<file path="config.mk">
export PLATFORM = sky130hd
export DESIGN_NAME = irq_ctl_dual
export DESIGN_NICKNAME = d
export VERILOG_FILES = /design/src/rtl/irq_pkg.sv /design/src/rtl/irq_capture.sv /design/src/rtl/irq_regs.sv /design/src/rtl/irq_route.sv /design/src/rtl/irq_ctl_dual.sv
export SDC_FILE = /design/constraint.sdc
export NUM_CORES = 1
export LEC_CHECK = 0
export BUFFER_PORTS_ARGS = -buffer_cell sky130_fd_sc_hd__buf_2
export CORE_AREA = 2 2 39 41
export CTS_BUF_LIST = sky130_fd_sc_hd__clkbuf_8
export DETAILED_ROUTE_END_ITERATION = 7
export DIE_AREA = 0 0 41 43
export PLACE_DENSITY = 0.61
export SYNTH_ARGS = -nofsm -noshare
export SYNTH_HDL_FRONTEND = slang
export SYNTH_SLANG_ARGS = --single-unit
</file>
<file path="constraint.sdc">
create_clock -name clk -period 1.1 [get_ports clk]
set_input_delay 0.22 -clock clk [delete_from_list [all_inputs] [get_ports clk]]
set_output_delay 0.22 -clock clk [all_outputs]
set_load 0.005 [all_outputs]
</file>
<file path="src/rtl/irq_pkg.sv">
package irq_pkg;
  localparam int NCH    = 2;
  localparam int REG_W  = 8;
  localparam int ADDR_W = 2;

  localparam logic [ADDR_W-1:0] OFS_STAT0 = 2'd2;  // status ch0 / test register
  localparam logic [ADDR_W-1:0] OFS_STAT1 = 2'd3;  // status ch1 / masks

  // pin level from request and polarity (pol=1: active low)
  function automatic logic pin_level(input logic active, input logic pol);
    return active ^ pol;
  endfunction

  function automatic logic [REG_W-1:0] pack_stat0(input logic bm0, input logic drv0);
    return {6'b0, bm0, drv0};
  endfunction

  function automatic logic [REG_W-1:0] pack_stat1(input logic strap, input logic bm1,
                                                  input logic drv1, input logic [1:0] msk);
    return {3'b0, strap, bm1, drv1, msk};
  endfunction
endpackage

</file>
<file path="src/rtl/irq_capture.sv">
module irq_capture #(
  parameter int NCH = 2
) (
  input  logic           clk,
  input  logic           rst_n,
  input  logic [NCH-1:0] drv_in,
  input  logic [NCH-1:0] bm_in,
  output logic [NCH-1:0] drv_st,
  output logic [NCH-1:0] bm_st
);
  for (genvar c = 0; c < NCH; c++) begin : g_ch
    always_ff @(posedge clk or negedge rst_n) begin
      if (!rst_n) begin
        drv_st[c] <= 1'b0;
        bm_st[c]  <= 1'b0;
      end else begin
        drv_st[c] <= drv_in[c];
        bm_st[c]  <= bm_in[c];
      end
    end
  end
endmodule

</file>
<file path="src/rtl/irq_regs.sv">
module irq_regs
  import irq_pkg::*;
#(
  parameter int NCH = 2
) (
  input  logic              clk,
  input  logic              rst_n,
  input  logic              wr,
  input  logic [ADDR_W-1:0] addr,
  input  logic              key_bit,
  input  logic [1:0]        low_bits,
  output logic [NCH-1:0]    mask,
  output logic              legacy,
  output logic              test_on,
  output logic              tst_wr_ok,
  output logic              msk_wr
);
  assign tst_wr_ok = wr && (addr == OFS_STAT0) && key_bit;
  assign msk_wr    = wr && (addr == OFS_STAT1);

  always_ff @(posedge clk or negedge rst_n) begin
    if (!rst_n) begin
      legacy  <= 1'b0;
      test_on <= 1'b0;
    end else if (tst_wr_ok) begin
      legacy  <= low_bits[1];
      test_on <= low_bits[0];
    end
  end

  always_ff @(posedge clk or negedge rst_n) begin
    if (!rst_n) mask <= '0;
    else if (msk_wr) mask <= low_bits[NCH-1:0];
  end
endmodule

</file>
<file path="src/rtl/irq_route.sv">
module irq_route
  import irq_pkg::*;
#(
  parameter int NCH = 2
) (
  input  logic [NCH-1:0] drv_st,
  input  logic [NCH-1:0] bm_st,
  input  logic [NCH-1:0] mask,
  input  logic           legacy,
  input  logic           test_on,
  input  logic [NCH-1:0] pol_low,
  output logic [NCH-1:0] req,
  output logic [NCH-1:0] irq_out
);
  for (genvar c = 0; c < NCH; c++) begin : g_req
    assign req[c] = (drv_st[c] | bm_st[c] | test_on) & ~mask[c];
  end

  for (genvar c = 0; c < NCH; c++) begin : g_pin
    if (c == 0) begin : g_shared
      assign irq_out[c] = pin_level(legacy ? req[c] : (|req), pol_low[c]);
    end else begin : g_own
      assign irq_out[c] = pin_level(legacy & req[c], pol_low[c]);
    end
  end
endmodule

</file>
<file path="src/rtl/irq_ctl_dual.sv">
module irq_ctl_dual
  import irq_pkg::*;
(
  input  logic              clk,
  input  logic              rst_n,
  input  logic [1:0]        reg_addr,
  input  logic              reg_wr,
  input  logic [7:0]        reg_wdata,
  output logic [7:0]        reg_rdata,
  input  logic [1:0]        drv_irq,
  input  logic [1:0]        bm_irq,
  input  logic              legacy_hdr,
  input  logic [1:0]        pol_low,
  output logic [1:0]        irq_out
);
  logic [NCH-1:0] drv_st, bm_st, mask, req;
  logic           legacy, test_on, tst_wr_ok, msk_wr;

  irq_capture #(.NCH(NCH)) u_cap (
    .clk(clk), .rst_n(rst_n), .drv_in(drv_irq), .bm_in(bm_irq),
    .drv_st(drv_st), .bm_st(bm_st)
  );

  irq_regs #(.NCH(NCH)) u_regs (
    .clk(clk), .rst_n(rst_n), .wr(reg_wr), .addr(reg_addr),
    .key_bit(reg_wdata[7]), .low_bits(reg_wdata[1:0]),
    .mask(mask), .legacy(legacy), .test_on(test_on),
    .tst_wr_ok(tst_wr_ok), .msk_wr(msk_wr)
  );

  irq_route #(.NCH(NCH)) u_route (
    .drv_st(drv_st), .bm_st(bm_st), .mask(mask), .legacy(legacy),
    .test_on(test_on), .pol_low(pol_low), .req(req), .irq_out(irq_out)
  );

  always_comb begin
    case (reg_addr)
      OFS_STAT0: reg_rdata = pack_stat0(bm_st[0], drv_st[0]);
      OFS_STAT1: reg_rdata = pack_stat1(legacy_hdr, bm_st[1], drv_st[1], mask);
      default:   reg_rdata = '0;
    endcase
  end
endmodule

</file>
==> results.ini <==
[status]
status = finished, violations left
violations = negative setup slack

[power_and_ir_drop]
powerDensity_nw_per_um2 = 1447
p_sw_frac = 0.2312
p_clk_frac = 0.367
p_total_uw = 907.2
comb_power_share = 0.219
peakVddDrop_uv = 814.0
p_switching_uw = 209.8
pwr-share-seq = 0.414
leakagePower_nw = 0.3242
p_int_uw = 697.4

[layout]
multiInputGateArea_sq_um = 224.0
diodes = 0
area_growth_pct = 52.28
drive_gt1_frac = 0.6491
final_cell_area_sq_um = 626.9
fin_nets = 79
final_util = 0.4530
fillers = 132
seq_area_sq_um = 201.4
fin_cells = 73

[place]
gp_congestion = 0.7349
place_area_sq_um = 536.8
place_inst = 69
hpwl_um = 593.5
io_buffers = 21

[yosys]
synth.distinct_cells = 14
syn_area_sq_um = 411.6
synth-seq-area-share = 0.4863
syn_area_per_cell_sq_um = 13.28
synthCells = 31
yosysWarningCount = 0
ys_seq_elements = 8

[cts]
cts_buffers = 3
clock_path_buffers = 2
cts_tree = built
cts_root_buffer = clkbuf_8
clkSlewWorstSetupHoldPaths_ns = 0.04
cts_sinks = 8
clock_latency_ns = 0.22
cts_max_level = 1

[setup_path]
crit_required_ns = 0.88
worst-path-buf-inv = 1
worst_r2r_path_depth = 2
cp.depth = 4
path_class = register to primary output
crit_arrival_ns = 1.21
cp_top_family = flip-flops
slowest_delay_ns = 0.39
crit_slowest_cell = dfrtp_1
critPathCaptureType = primary output
crit_chain = nor3_4, o32ai_2, xor2_1, buf_2
path_max_fanout = 2
startpoint_type = register

[timing]
fmax_mhz = 697.9
final_hold_viol_count = 0
fin_setup_tns_ns = -0.8986
fin_ws_ns = -0.3329
finalClockSkew_ns = 0
period_share = 1.303
finalMaxSlewViolations = 0
rsz0062_at_grt = yes
finalSetupViolCount = 6
fin_crit_ns = 1.433

[floorplan]
die_w_um = 41
pin_count = 30
core-area_sq_um = 1384
die_area_sq_um = 1763
start_util = 0.2975
row_count = 14
die_y_um = 43

[hold_path]
hold_class = input pin to register
whs_path_depth = 1

[grt]
gr-usage-met1 = 0.09122
track_usage = 0.08869
overflow = 0
grt_pass1_vias = 268
grtUsageMet3 = 0.03141
grt_max_degree = 9
grt_pass1_wl_um = 1000
antenna_found_initial = 0
top_usage_layer = met2
grt_util_met2 = 0.1406

[routing]
drt-pass1-iter-count = 3
detail_route.iter0.violations = 1
routed_wl_um = 725
vias = 314
wire_per_inst_um = 9.932
vias_per_cell = 4.301
remaining_drc_errors = 0
drtAntennaViolNets = 0

[flow_run]
max_cap_violations = 0

[Yosys cell counts (all sizes together)]
library cell  instances  area [sq um]
and3                  3         22.52
buf                   3         22.52
conb                  1         3.750
dfrtp                 8         200.2
mux2                  4         52.55
mux2i                 2         20.02
nand3                 1         10.01
nand4b                1         23.77
nor2b                 2         12.51
nor3                  2         10.01
nor3b                 1         7.510
o32ai                 1         8.760
xor2                  2         17.52
[cell usage in the layout, fill, tap and decap left out]
master         instances
and3_2                 2
and3_4                 1
buf_2                 20
buf_4                  1
buf_6                  2
clkbuf_8               3
conb_1                 3
dfrtp_1                7
dfrtp_2                1
dlygate4sd3_1          1
mux2_1                 2
mux2_4                 2
mux2i_1                2
nand3_2                1
nand4b_4               1
nor2b_1                2
nor3_2                 1
nor3_4                 1
nor3b_1                1
o32ai_2                1
xor2_1                 2
[worst paths after layout]
path | start | endpoint | slack [ns]
worst min-delay path | bm_irq[0] | u_cap.bm_st[0] | 0.10
worst max register to register | u_regs.mask[1] | u_regs.mask[1] | 0.18
min in group asynchronous | rst_n | u_cap.bm_st[0] | 0.37
max in group asynchronous | rst_n | u_regs.test_on | 0.56
worst min register to register | u_regs.legacy | u_regs.legacy | 0.54
worst max-delay path | u_cap.drv_st[1] | irq_out[0] | -0.33
[repair_timing]
item	in CTS	in global routing
pin swaps	1	0
hold buffers	1	0
endpoints found under the hold margin	8	0
buffers inserted	0	0
resized for setup	5	3
endpoints found under the setup margin	4	6
[state kept, by name (all words and copies together), names as in the netlist]
signal,count
u_cap.drv_st,2
u_regs.legacy,1
u_regs.test_on,1
u_cap.bm_st,2
u_regs.mask,2
[stage by stage]
stage                     hold WS [ns]  worst slack [ns]
after floorplan               -0.07559          0.005983
after global placement         0.06657           -0.1754
after detailed placement       0.06886           -0.1905
after CTS                      0.09738           -0.3551
after global routing            0.1001           -0.3932
final                           0.1030           -0.3329
[cell type report]
class | count | area share
well taps | 16 | 0.03194
repair buffers | 24 | 0.2236
multi-input cells | 22 | 0.3573
flip-flops and latches | 8 | 0.3214
clock buffers | 3 | 0.06587
[per-layer routing]
| layer | vias up | share of wire |
|---|---|---|
| met4 | 0 | 0.0097 |
| li1 | 158 | - |
| met3 | 2 | 0.10 |
| met1 | 140 | 0.39 |
| met5 | - | 0 |
| met2 | 14 | 0.50 |
[power groups by stage]
stage	clock network [mW]	registers (mW)	logic [mW]
final	0.333	0.376	0.198
after global routing	0.362	0.381	0.217
after CTS	0.347	0.369	0.199
after detailed placement	0	0.364	0.183
after global placement	0	0.363	0.181
after floorplan	0	0.358	0.101
[kinds of logic (layout without fill, tap and decap cells)]
group	count (synthesis)	in the layout	share of synthesized area
buffers and inverters	3	27	0.05471
xor gates and xnor gates	2	2	0.04256
DFF	8	8	0.4863
AOI/OAI and AO/OA	1	1	0.02128
other	1	3	0.009110
and+or+nand+nor	10	10	0.2097
muxes	6	6	0.1763
No activity file was read; power rests on OpenSTA's default activity.
